File: config.mk
export PLATFORM = sky130hd
export DESIGN_NAME = eeprom_prog_ctrl
export DESIGN_NICKNAME = d
export VERILOG_FILES = /design/src/rtl/eeprom_prog_pkg.sv /design/src/rtl/eep_rst_sync.sv /design/src/rtl/eep_unlock.sv /design/src/rtl/eep_busy_timer.sv /design/src/rtl/eep_store.sv /design/src/rtl/eeprom_prog_ctrl.sv
export SDC_FILE = /design/constraint.sdc
export NUM_CORES = 1
export LEC_CHECK = 0
export BUFFER_PORTS_ARGS = -buffer_cell sky130_fd_sc_hd__buf_4
export CAP_MARGIN = 20
export CORE_MARGIN = 10
export CORE_UTILIZATION = 55
export CTS_BUF_LIST = sky130_fd_sc_hd__clkbuf_4 sky130_fd_sc_hd__clkbuf_8
export DETAILED_ROUTE_END_ITERATION = 10
export PLACE_DENSITY_LB_ADDON = 0.05
export SETUP_SLACK_MARGIN = 0.1
export SLEW_MARGIN = 20
export SYNTH_ARGS = -nofsm -noshare
export SYNTH_HDL_FRONTEND = slang
export SYNTH_SLANG_ARGS = --single-unit
File: constraint.sdc
create_clock -name clk -period 10.17 [get_ports clk]
set_input_delay 1.017 -clock clk [delete_from_list [all_inputs] [get_ports clk]]
set_output_delay 1.017 -clock clk [all_outputs]
set_load 0.02 [all_outputs]
File: src/rtl/eeprom_prog_pkg.sv
package eeprom_prog_pkg;

  typedef enum logic [1:0] {
    OP_ERASE_WRITE = 2'b00,
    OP_ERASE       = 2'b01,
    OP_WRITE       = 2'b10,
    OP_RSVD        = 2'b11
  } eep_op_e;

  localparam logic [1:0] REG_ADDR = 2'd0;
  localparam logic [1:0] REG_DATA = 2'd1;
  localparam logic [1:0] REG_CTRL = 2'd2;
  localparam logic [1:0] REG_PEEK = 2'd3;

  localparam int unsigned CTL_START = 1;
  localparam int unsigned CTL_ARM   = 2;
  localparam int unsigned CTL_IE    = 3;
  localparam int unsigned CTL_OP_LO = 4;
  localparam int unsigned CTL_OP_HI = 5;

  function automatic logic [7:0] apply_op(eep_op_e op, logic [7:0] old_b, logic [7:0] new_b);
    logic [7:0] r;
    case (op)
      OP_ERASE_WRITE: r = new_b;
      OP_ERASE:       r = 8'hFF;
      OP_WRITE:       r = old_b & new_b;
      default:        r = old_b;
    endcase
    return r;
  endfunction

endpackage

File: src/rtl/eep_rst_sync.sv
module eep_rst_sync (
  input  logic clk,
  input  logic rst_n,
  output logic rst_sync_n
);
  logic [1:0] sync_q;

  always_ff @(posedge clk or negedge rst_n) begin
    if (!rst_n) sync_q <= 2'b00;
    else        sync_q <= {sync_q[0], 1'b1};
  end

  assign rst_sync_n = sync_q[1];
endmodule

File: src/rtl/eep_unlock.sv
module eep_unlock #(
  parameter int unsigned WIN = 4
) (
  input  logic clk,
  input  logic rst_n,
  input  logic clr,
  input  logic arm,
  output logic armed
);
  localparam int unsigned CW = $clog2(WIN + 1);
  localparam logic [CW-1:0] WIN_L = CW'(WIN);

  logic [CW-1:0] cnt_q, cnt_n;

  always_comb begin
    cnt_n = cnt_q;
    if (clr)               cnt_n = '0;
    else if (arm)          cnt_n = WIN_L;
    else if (cnt_q != '0)  cnt_n = cnt_q - 1'b1;
  end

  always_ff @(posedge clk or negedge rst_n) begin
    if (!rst_n) cnt_q <= '0;
    else        cnt_q <= cnt_n;
  end

  assign armed = (cnt_q != '0);
endmodule

File: src/rtl/eep_busy_timer.sv
module eep_busy_timer
  import eeprom_prog_pkg::*;
#(
  parameter int unsigned LONG_CYC  = 34,
  parameter int unsigned SHORT_CYC = 18
) (
  input  logic    clk,
  input  logic    rst_n,
  input  logic    start,
  input  eep_op_e op,
  output logic    busy,
  output logic    done
);
  localparam int unsigned MAXC = (LONG_CYC > SHORT_CYC) ? LONG_CYC : SHORT_CYC;
  localparam int unsigned CW   = $clog2(MAXC + 1);
  localparam logic [CW-1:0] LONG_L  = CW'(LONG_CYC);
  localparam logic [CW-1:0] SHORT_L = CW'(SHORT_CYC);

  logic [CW-1:0] cnt_q, cnt_n;

  always_comb begin
    cnt_n = cnt_q;
    if (start)              cnt_n = (op == OP_ERASE_WRITE) ? LONG_L : SHORT_L;
    else if (cnt_q != '0)   cnt_n = cnt_q - 1'b1;
  end

  always_ff @(posedge clk or negedge rst_n) begin
    if (!rst_n) cnt_q <= '0;
    else        cnt_q <= cnt_n;
  end

  assign busy = (cnt_q != '0);
  assign done = (cnt_q == CW'(1));
endmodule

File: src/rtl/eep_store.sv
module eep_store
  import eeprom_prog_pkg::*;
#(
  parameter int unsigned DEPTH = 16,
  localparam int unsigned AW   = $clog2(DEPTH)
) (
  input  logic          clk,
  input  logic          rst_n,
  input  logic          commit,
  input  logic [AW-1:0] commit_addr,
  input  eep_op_e       commit_op,
  input  logic [7:0]    commit_data,
  input  logic [AW-1:0] peek_addr,
  output logic [7:0]    peek_data
);
  logic [DEPTH-1:0][7:0] words;

  for (genvar g = 0; g < DEPTH; g++) begin : g_word
    logic [7:0] byte_q, byte_n;
    logic       hit;

    assign hit = commit && (commit_addr == AW'(g));

    always_comb begin
      byte_n = byte_q;
      if (hit) byte_n = apply_op(commit_op, byte_q, commit_data);
    end

    always_ff @(posedge clk or negedge rst_n) begin
      if (!rst_n)   byte_q <= 8'hFF;
      else if (hit) byte_q <= byte_n;
    end

    assign words[g] = byte_q;
  end

  assign peek_data = words[peek_addr];
endmodule

File: src/rtl/eeprom_prog_ctrl.sv
module eeprom_prog_ctrl
  import eeprom_prog_pkg::*;
#(
  parameter int unsigned DEPTH      = 16,
  parameter int unsigned LONG_CYC   = 34,
  parameter int unsigned SHORT_CYC  = 18,
  parameter int unsigned UNLOCK_WIN = 4
) (
  input  logic       clk,
  input  logic       rst_n,
  input  logic       soft_rst,
  input  logic       bus_we,
  input  logic [1:0] bus_addr,
  input  logic [7:0] bus_wdata,
  output logic [7:0] bus_rdata,
  input  logic       gie,
  input  logic       flash_busy,
  output logic       rdy_irq
);
  localparam int unsigned AW = $clog2(DEPTH);

  logic          rst_q_n;
  logic [AW-1:0] addr_q, addr_n;
  logic [7:0]    data_q, data_n;
  logic          ie_q, ie_n;
  eep_op_e       mode_q, mode_n;
  logic [AW-1:0] lat_addr_q, lat_addr_n;
  logic [7:0]    lat_data_q, lat_data_n;
  eep_op_e       lat_op_q, lat_op_n;

  logic    ctrl_wr, addr_wr, data_wr;
  logic    arm_req, start_req, armed, busy, done;
  eep_op_e wr_op;
  logic [7:0] peek_data;

  eep_rst_sync u_rst (
    .clk        (clk),
    .rst_n      (rst_n),
    .rst_sync_n (rst_q_n)
  );

  assign ctrl_wr = bus_we && (bus_addr == REG_CTRL);
  assign addr_wr = bus_we && (bus_addr == REG_ADDR);
  assign data_wr = bus_we && (bus_addr == REG_DATA);
  assign wr_op   = eep_op_e'(bus_wdata[CTL_OP_HI:CTL_OP_LO]);

  assign arm_req   = ctrl_wr && bus_wdata[CTL_ARM] && !bus_wdata[CTL_START] && !soft_rst;
  assign start_req = ctrl_wr && bus_wdata[CTL_START] && armed && !busy
                     && !flash_busy && (wr_op != OP_RSVD) && !soft_rst;

  eep_unlock #(.WIN(UNLOCK_WIN)) u_unlock (
    .clk   (clk),
    .rst_n (rst_q_n),
    .clr   (soft_rst),
    .arm   (arm_req),
    .armed (armed)
  );

  eep_busy_timer #(.LONG_CYC(LONG_CYC), .SHORT_CYC(SHORT_CYC)) u_timer (
    .clk   (clk),
    .rst_n (rst_q_n),
    .start (start_req),
    .op    (wr_op),
    .busy  (busy),
    .done  (done)
  );

  eep_store #(.DEPTH(DEPTH)) u_store (
    .clk         (clk),
    .rst_n       (rst_q_n),
    .commit      (done),
    .commit_addr (lat_addr_q),
    .commit_op   (lat_op_q),
    .commit_data (lat_data_q),
    .peek_addr   (addr_q),
    .peek_data   (peek_data)
  );

  // Next-state for software-visible registers
  always_comb begin
    addr_n = addr_q;
    data_n = data_q;
    ie_n   = ie_q;
    mode_n = mode_q;
    if (soft_rst) begin
      addr_n = '0;
      data_n = '0;
      ie_n   = 1'b0;
      if (!busy) mode_n = OP_ERASE_WRITE;
    end else begin
      if (addr_wr) addr_n = bus_wdata[AW-1:0];
      if (data_wr) data_n = bus_wdata;
      if (ctrl_wr) begin
        ie_n = bus_wdata[CTL_IE];
        if (!busy) mode_n = wr_op;
      end
    end
  end

  // Next-state for the operation snapshot taken at launch
  always_comb begin
    lat_addr_n = lat_addr_q;
    lat_data_n = lat_data_q;
    lat_op_n   = lat_op_q;
    if (start_req) begin
      lat_addr_n = addr_q;
      lat_data_n = data_q;
      lat_op_n   = wr_op;
    end
  end

  always_ff @(posedge clk or negedge rst_q_n) begin
    if (!rst_q_n) begin
      addr_q <= '0;
      data_q <= '0;
      ie_q   <= 1'b0;
      mode_q <= OP_ERASE_WRITE;
    end else begin
      addr_q <= addr_n;
      data_q <= data_n;
      ie_q   <= ie_n;
      mode_q <= mode_n;
    end
  end

  always_ff @(posedge clk or negedge rst_q_n) begin
    if (!rst_q_n) begin
      lat_addr_q <= '0;
      lat_data_q <= '0;
      lat_op_q   <= OP_ERASE_WRITE;
    end else if (start_req) begin
      lat_addr_q <= lat_addr_n;
      lat_data_q <= lat_data_n;
      lat_op_q   <= lat_op_n;
    end
  end

  always_comb begin
    case (bus_addr)
      REG_ADDR: bus_rdata = 8'(addr_q);
      REG_DATA: bus_rdata = data_q;
      REG_CTRL: bus_rdata = {2'b00, mode_q, ie_q, armed, busy, 1'b0};
      default:  bus_rdata = peek_data;
    endcase
  end

  assign rdy_irq = ie_q && gie && !busy;

endmodule

==> results of run 1 <==
kinds of logic after synthesis:
logic type                 count (synthesis)
and+or+nand+nor                          101
adders and majority gates                  7
other                                      1
muxes                                     69
buffers and inverters                     64
DFF                                      168
xor gates and xnor gates                   3
AOI/OAI and AO/OA                        303
final cells by class:
cell class                      instances  area [um2]
Timing Repair Buffer                   31         254
Clock buffer                           20         269
Tap cell                              184         230
Fill cell                            1228        5800
Inverter                                9        33.8
Clock inverter                         12         114
Multi-Input combinational cell        484        3570
Sequential cell                       168        4370
sequential cells by signal, summed over array words and instances (netlist names):
register and flops:
addr_q 4, data_q 8, ie_q 1, lat_addr_q 4
lat_data_q 8, lat_op_q 2, mode_q 2, u_rst.sync_q 2
u_store.g_word.byte_q 128, u_timer.cnt_q 6, u_unlock.cnt_q 3
per-stage QoR:
step                      hold WS (ns)  setup WS [ns]  utilization [%]  cells
after floorplan                  0.331           5.37                -    716
after global placement           0.345           6.54             57.5    874
after detailed placement         0.343           6.51             57.5    874
after CTS                        0.301           5.99             60.1    906
after global routing             0.284           6.12             60.4    908
final                            0.326           6.20             60.4    908
worst paths after layout:
path / cells past startpoint / end / startpoint
worst max-delay path: 5 / bus_rdata[5] / addr_q[1]
worst min-delay path: 1 / u_rst.sync_q[1] / rst_n
worst max register to register: 6 / u_store.g_word[0].byte_q[6] / lat_op_q[0]
worst min register to register: 0 / u_rst.sync_q[1] / u_rst.sync_q[0]
max in group asynchronous: 2 / data_q[3] / u_rst.sync_q[1]
min in group clk: 0 / u_rst.sync_q[1] / u_rst.sync_q[0]
cell usage after synthesis, types with 3 or more instances:
cell type and instances:
a21oi_1 15, buf_6 11, a22o_1 3, clkbuf_1 26, nand2_1 14, mux4_2 30, mux2i_1 21, ha_1 7
buf_2 12, nand4_1 7, and2_1 3, dfstp_2 128, and2b_1 3, inv_1 9, nand3_1 11, a211oi_1 7
o21ai_1 6, nor3_1 4, nor2_1 17, and2_0 8, a22oi_1 4, mux2_4 9, dfrtp_1 40, nand4_4 10
mux2_2 9, nor2b_1 11, o21ai_0 257
cells in the final DEF (no fill, tap or decap), types with 3 or more instances in the layout:
cell	count
inv_6	3
a21oi_1	14
a211oi_1	7
and2_0	8
nand3_1	11
o21ai_0	257
nor2_1	17
and2_1	3
o21ai_1	6
ha_1	7
and2b_1	3
nor2b_1	11
buf_4	28
mux4_2	30
mux2i_1	21
nand4_4	10
a22o_1	3
nand2_1	14
clkinv_2	3
dfstp_2	128
mux2_4	9
inv_1	9
clkbuf_8	19
mux2_2	9
dfrtp_1	38
nand4_1	7
a22oi_1	4
nor3_1	4
critical path, stage by stage (launching register included):
cell      delay [ns]
dfrtp_1         0.87
buf_4           0.42
mux4_2          0.55
mux2i_1         0.31
o211ai_1        0.16
buf_4           0.20
layer usage:
metal | global-route usage (%) | up-vias | wire, um
met1 | 26.5 | 2978 | 8880
met5 | 0 | - | 0
met4 | 5.70 | 0 | 391
met3 | 6.20 | 32 | 1240
met2 | 33.1 | 173 | 10100
li1 | - | 2638 | -
power by group:
part           switching (mW)  internal, mW  leakage, nW
sequential             0.0323         0.694         1.85
clock                   0.254         0.213        0.200
combinational           0.130        0.0758         1.14
total                   0.416         0.983         3.19
==> results.py, run 1 <==
metrics = {
    "yosys": {
        "muxShareOfSynthArea_pct": 13.5,
        "syn_area_per_cell_um2": 11.6,
        "yosysTopAreaCell": "dfstp_2",
        "synth_xor_area_share_pct": 0.316,
        "syn_nets": 739,
        "synthArstFlopShare_pct": 100,
        "synth_edf_count": 0,
        "synth-compound-area-share_pct": 19.1,
        "synth_cell_types": 52,
        "syn_area_mm2": 0.00831,
        "synth_top_family_by_area": "compound AO/OA/AOI/OAI gates",
        "synthSimpleGateAreaFrac_pct": 8.95,
        "synth.ff_latch_count": 168,
        "synthCells": 716,
        "synth_ff_type": "dfstp_2",
        "yosys_warnings": 0,
        "synth.top_cell.area_share_pct": 40.5,
        "synth_area_leaders": "dfstp_2 40%, o21ai_0 15%, dfrtp_1 12%, mux4_2 8.1%, nand4_4 2.6%",
        "yosysSeqAreaShare_pct": 52.5,
        "yosys.area_share.adder_pct": 1.05,
    },
    "sta": {
        "clock_skew_ns": 0.0131,
        "tns_ns": 0,
        "setup_viol": 0,
        "final-hold-violation-count": 0,
        "slew_viol_final": 0,
        "min_period_over_period_pct": 39.1,
        "fmax_mhz": 252,
        "slew_headroom_pct": 30.3,
        "rsz0062_at_grt": "false",
        "period_needed_ns": 3.97,
        "worst_slew_pin_slew_ns": 1.05,
    },
    "clocking": {
        "clkLatencyLatePin_ns": 0.46,
        "cts_setup_buffers": 0,
        "path_clk_slew_ns": 0.09,
        "htreeDepth": 4,
        "ctsResizeCount": 0,
        "cts-buffers-inserted": 17,
        "clock-sinks": 168,
        "cts_hold_buf": 0,
        "cts_root_buf": "clkbuf_8",
        "clockBufferDepth": 2,
        "cts_tree": "yes",
    },
    "run": {
        "maxCapViolations": 0,
    },
    "detailed_routing": {
        "dr.pass1.iters": 5,
        "via_count": 5821,
        "detail-route-antenna-nets": 0,
        "drc_errors": 0,
        "drt-total-wl_mm": 20.6,
        "avgViaCountPerCell": 6.41,
        "drt_iter0_markers": 638,
        "wl_per_cell_um": 22.7,
    },
    "global_route": {
        "grt_overflow_total": 0,
        "grt_pass1_wl_mm": 32.0,
        "grt_start_max_net_pins": 86,
        "grt_antenna_before_repair": 0,
        "grt_pass1_vias": 5557,
        "grtUsageTotal_pct": 20.6,
    },
    "power_and_ir_drop": {
        "p_per_area_mw_per_mm2": 158,
        "ir_drop_mv": 0.140,
        "p_leak_nw": 3.19,
        "p_total_mw": 1.40,
    },
    "setup_path": {
        "cp-end-kind": "output port",
        "rrSetupSlack_ns": 7.21,
        "crit_type": "reg2out",
        "cp.required_ns": 9.15,
        "arrival_ns": 2.96,
        "crit_path_max_fanout": 17,
        "start_kind": "register",
    },
    "floorplanning": {
        "core_area_mm2": 0.0146,
        "die_area_mm2": 0.0204,
        "die_h_um": 143,
        "initial_core_util_pct": 56.7,
        "row_count": 44,
        "die_x_um": 143,
        "io_pins": 25,
    },
    "run_status": {
        "status": "completed",
    },
    "place": {
        "dpl-instance-area_mm2": 0.00842,
        "hpwl_mm": 13.0,
        "gp_congestion": 0.806,
        "numPortBuffers": 24,
    },
    "worst_hold_path": {
        "hold_class": "in2async",
    },
    "finish": {
        "final_nets": 734,
        "antenna_cells": 0,
        "drive_gt1_share_pct": 35.8,
        "postLayoutCellArea_mm2": 0.00885,
        "syn2layout_area_growth_pct": 6.49,
    },
}
(Power assumes the default switching activity.)
==> inputs of run 2 (changes only) <==
--- a/config.mk
+++ b/config.mk
@@ -5,6 +5,7 @@
 export SDC_FILE = /design/constraint.sdc
 export NUM_CORES = 1
 export LEC_CHECK = 0
+export ABC_AREA = 1
 export BUFFER_PORTS_ARGS = -buffer_cell sky130_fd_sc_hd__buf_4
 export CAP_MARGIN = 20
 export CORE_MARGIN = 10
==> constraint.sdc (replaced) <==
create_clock -name clk -period 3.7 [get_ports clk]
set_input_delay 0.37 -clock clk [delete_from_list [all_inputs] [get_ports clk]]
set_output_delay 0.37 -clock clk [all_outputs]
set_load 0.02 [all_outputs]
==> results.py, run 2 <==
metrics = {
    "setup_path": {
        "cp.required_ns": 3.33,
        "start_kind": "register",
        "worst-path-stages": 10,
        "path_common_cell": "nand2_1",
        "cp_top_family": "buffers and inverters",
        "crit_type": "reg2out",
        "critical_path.max_stage_delay_ns": 0.56,
        "cp_num_buf_inv": 3,
        "path_cells": "inv_2 > buf_4 > nand2_1 > nand3_1 > nand3_1 > nand2_1 > nand2_1 > nand3_1 > nand2_1 > buf_4",
        "crit_slowest_cell": "inv_2",
        "arrival_ns": 2.70,
        "cp-end-kind": "output port",
        "rr_worst_depth": 4,
        "crit_path_max_fanout": 36,
    },
    "yosys": {
        "synth_cell_types": 28,
        "synthCells": 1315,
        "syn_area_mm2": 0.00964,
        "synth.ff_latch_count": 168,
        "yosysTopAreaCell": "dfstp_2",
        "synth_area_leaders": "dfstp_2 35%, nand2_1 17%, o21ai_1 11%, dfrtp_1 10%, inv_1 5.6%",
        "synth_edf_count": 0,
        "syn_area_per_cell_um2": 7.33,
        "synthArstFlopShare_pct": 100,
        "synth_ff_type": "dfstp_2",
        "syn_nets": 1338,
        "yosysMostFrequentCell": "nand2_1",
        "yosys_warnings": 0,
        "ys_top_cells_by_count": "441 x nand2_1, 219 x o21ai_1, 143 x inv_1, 128 x dfstp_2, 103 x nand3_1",
        "synth.top_cell.area_share_pct": 34.9,
        "yosysSeqAreaShare_pct": 45.3,
    },
    "detailed_routing": {
        "avgViaCountPerCell": 5.57,
        "drt-total-wl_mm": 27.3,
        "via_count": 8607,
        "dr.pass1.iters": 5,
        "detail-route-antenna-nets": 0,
        "drt_iter0_markers": 809,
        "drc_errors": 0,
        "wl_per_cell_um": 17.6,
    },
    "clocking": {
        "clkLatencyLatePin_ns": 0.49,
        "cts_tree": "yes",
        "path_clk_slew_ns": 0.11,
        "clockBufferDepth": 2,
        "htreeDepth": 4,
        "cts-buffers-inserted": 17,
        "clock-sinks": 168,
        "cts_root_buf": "clkbuf_8",
        "cts_setup_buffers": 0,
        "cts_hold_buf": 1,
        "ctsResizeCount": 0,
    },
    "place": {
        "dpl-instance-area_mm2": 0.00989,
        "hpwl_mm": 17.9,
        "numPortBuffers": 24,
        "gp_congestion": 0.872,
    },
    "finish": {
        "postLayoutCellArea_mm2": 0.0103,
        "top_regs": "u_store.g_word.byte_q (128), data_q (8), lat_data_q (8)",
        "syn2layout_area_growth_pct": 7.22,
        "antenna_cells": 0,
        "top_register": "u_store.g_word.byte_q",
        "final_common_cell": "nand2_1",
        "drive_gt1_share_pct": 17.3,
        "final_nets": 1330,
        "largest_reg_flops": 128,
        "final_cell_mix": "441 x nand2_1, 219 x o21ai_1, 143 x inv_1, 128 x dfstp_2, 103 x nand3_1",
    },
    "sta": {
        "slew_viol_final": 0,
        "min_period_over_period_pct": 82.9,
        "setup_viol": 0,
        "clock_skew_ns": 0.0225,
        "period_needed_ns": 3.07,
        "tns_ns": 0,
        "worst_slew_pin_slew_ns": 1.15,
        "fmax_mhz": 326,
        "final-hold-violation-count": 0,
        "rsz0062_at_grt": "false",
        "fin_hold_ws_ns": 0.0928,
        "slew_headroom_pct": 22.8,
    },
    "power_and_ir_drop": {
        "internal-power_mw": 2.75,
        "pwr-share-comb_pct": 17.4,
        "sequentialPowerShare_pct": 48.6,
        "p_sw_mw": 1.40,
        "swShare_pct": 33.8,
        "ir_drop_mv": 0.321,
        "p_leak_nw": 4.89,
        "p_per_area_mw_per_mm2": 402,
        "p_total_mw": 4.15,
        "clockPowerShare_pct": 34.0,
    },
    "floorplanning": {
        "io_pins": 25,
        "core_area_mm2": 0.0172,
        "die_x_um": 152,
        "die_h_um": 152,
        "row_count": 48,
        "die_area_mm2": 0.0232,
        "initial_core_util_pct": 55.9,
    },
    "run_status": {
        "status": "completed",
    },
    "global_route": {
        "grt_pass1_wl_mm": 43.9,
        "grt_antenna_before_repair": 0,
        "grt_start_max_net_pins": 86,
        "grt_overflow_total": 0,
        "grt_pass1_vias": 7890,
        "grtUsageTotal_pct": 23.4,
    },
    "run": {
        "maxCapViolations": 0,
    },
    "worst_hold_path": {
        "hold_class": "in2reg",
        "hold-path-cell-count": 2,
    },
}
-- run 2: changes by cell type in the layout (fill, tap and decap cells not counted), sizes merged, moves of 11 or more --
cell   previous run  this run
inv              14       161
nand4            17         0
and2             11         0
o21ai           263       289
nor2             18        44
nor2b            11         0
mux4             30         0
nand2            14       445
mux2             18         0
mux2i            21         0
nand3            11       108
-- run 2: per-layer routing --
layer  up-vias  GRT usage, %  wire length (um)
met1      4027          32.9             12700
met2       315          35.3             12200
met3        43          4.32              1720
met4         0          7.66               628
li1       4222             -                 -
met5         -             0                 0
-- run 2: worst register-to-register path: cells and delay by family, from the launching register on --
kind	cells	cell delay (ns)
AND/OR/NAND/NOR	2	1.23
adder cells (fa/ha/maj)	1	0.51
flip-flops	1	0.43
AO/OA/AOI/OAI	1	0.13
-- run 2: power groups by stage --
stage / clock network, mW / registers [mW] / logic, mW
2_1_floorplan: 0 / 2.04 / 0.513
3_5_place_dp: 0 / 2.05 / 0.715
5_1_grt: 1.51 / 2.03 / 0.812
3_3_place_gp: 0 / 2.04 / 0.711
6_report: 1.41 / 2.02 / 0.723
4_1_cts: 1.42 / 2.02 / 0.720
-- run 2: cell type report --
cell class                 instances  area [um2]
multi-input combinational        929        4380
inverter                         154         578
timing repair buffer              37         297
clock buffer                      17         234
sequential                       168        4370
tap                              225         282
clock inverter                    15         190
fill                            1606        6900
-- run 2: path summary, 6_finish.rpt --
| path | start | to | slack [ns] |
|---|---|---|---|
| worst max-delay path | addr_q[0] | bus_rdata[7] | 0.63 |
| worst min register to register | u_rst.sync_q[0] | u_rst.sync_q[1] | 0.36 |
| worst min-delay path | soft_rst | u_unlock.cnt_q[2] | 0.09 |
| min in group asynchronous | rst_n | u_rst.sync_q[1] | 0.18 |
| max in group asynchronous | u_rst.sync_q[1] | u_store.g_word[6].byte_q[2] | 2.29 |
| worst max register to register | lat_op_q[0] | u_store.g_word[14].byte_q[2] | 1.35 |
-- run 2: metrics by stage --
stage / utilization [%] / instances / setup slack (ns)
4_1_cts: 59.9 / 1544 / 0.694
6_report: 60.0 / 1545 / 0.634
5_1_grt: 60.0 / 1545 / 0.487
3_5_place_dp: 57.4 / 1511 / 1.23
3_3_place_gp: 57.4 / 1511 / 1.23
2_1_floorplan: - / 1315 / 1.04
-- run 2: logic make-up (layout without fill, tap and decap cells) --
kind of cell,after synthesis,count (layout),share of synthesized area (%)
adders and majority gates,7,7,0.909
AOI/OAI and AO/OA,313,313,16.4
and+or+nand+nor,606,606,28.0
buffers and inverters,218,223,9.23
DFF,168,168,45.3
xor gates and xnor gates,2,2,0.182
other,1,1,0.0389
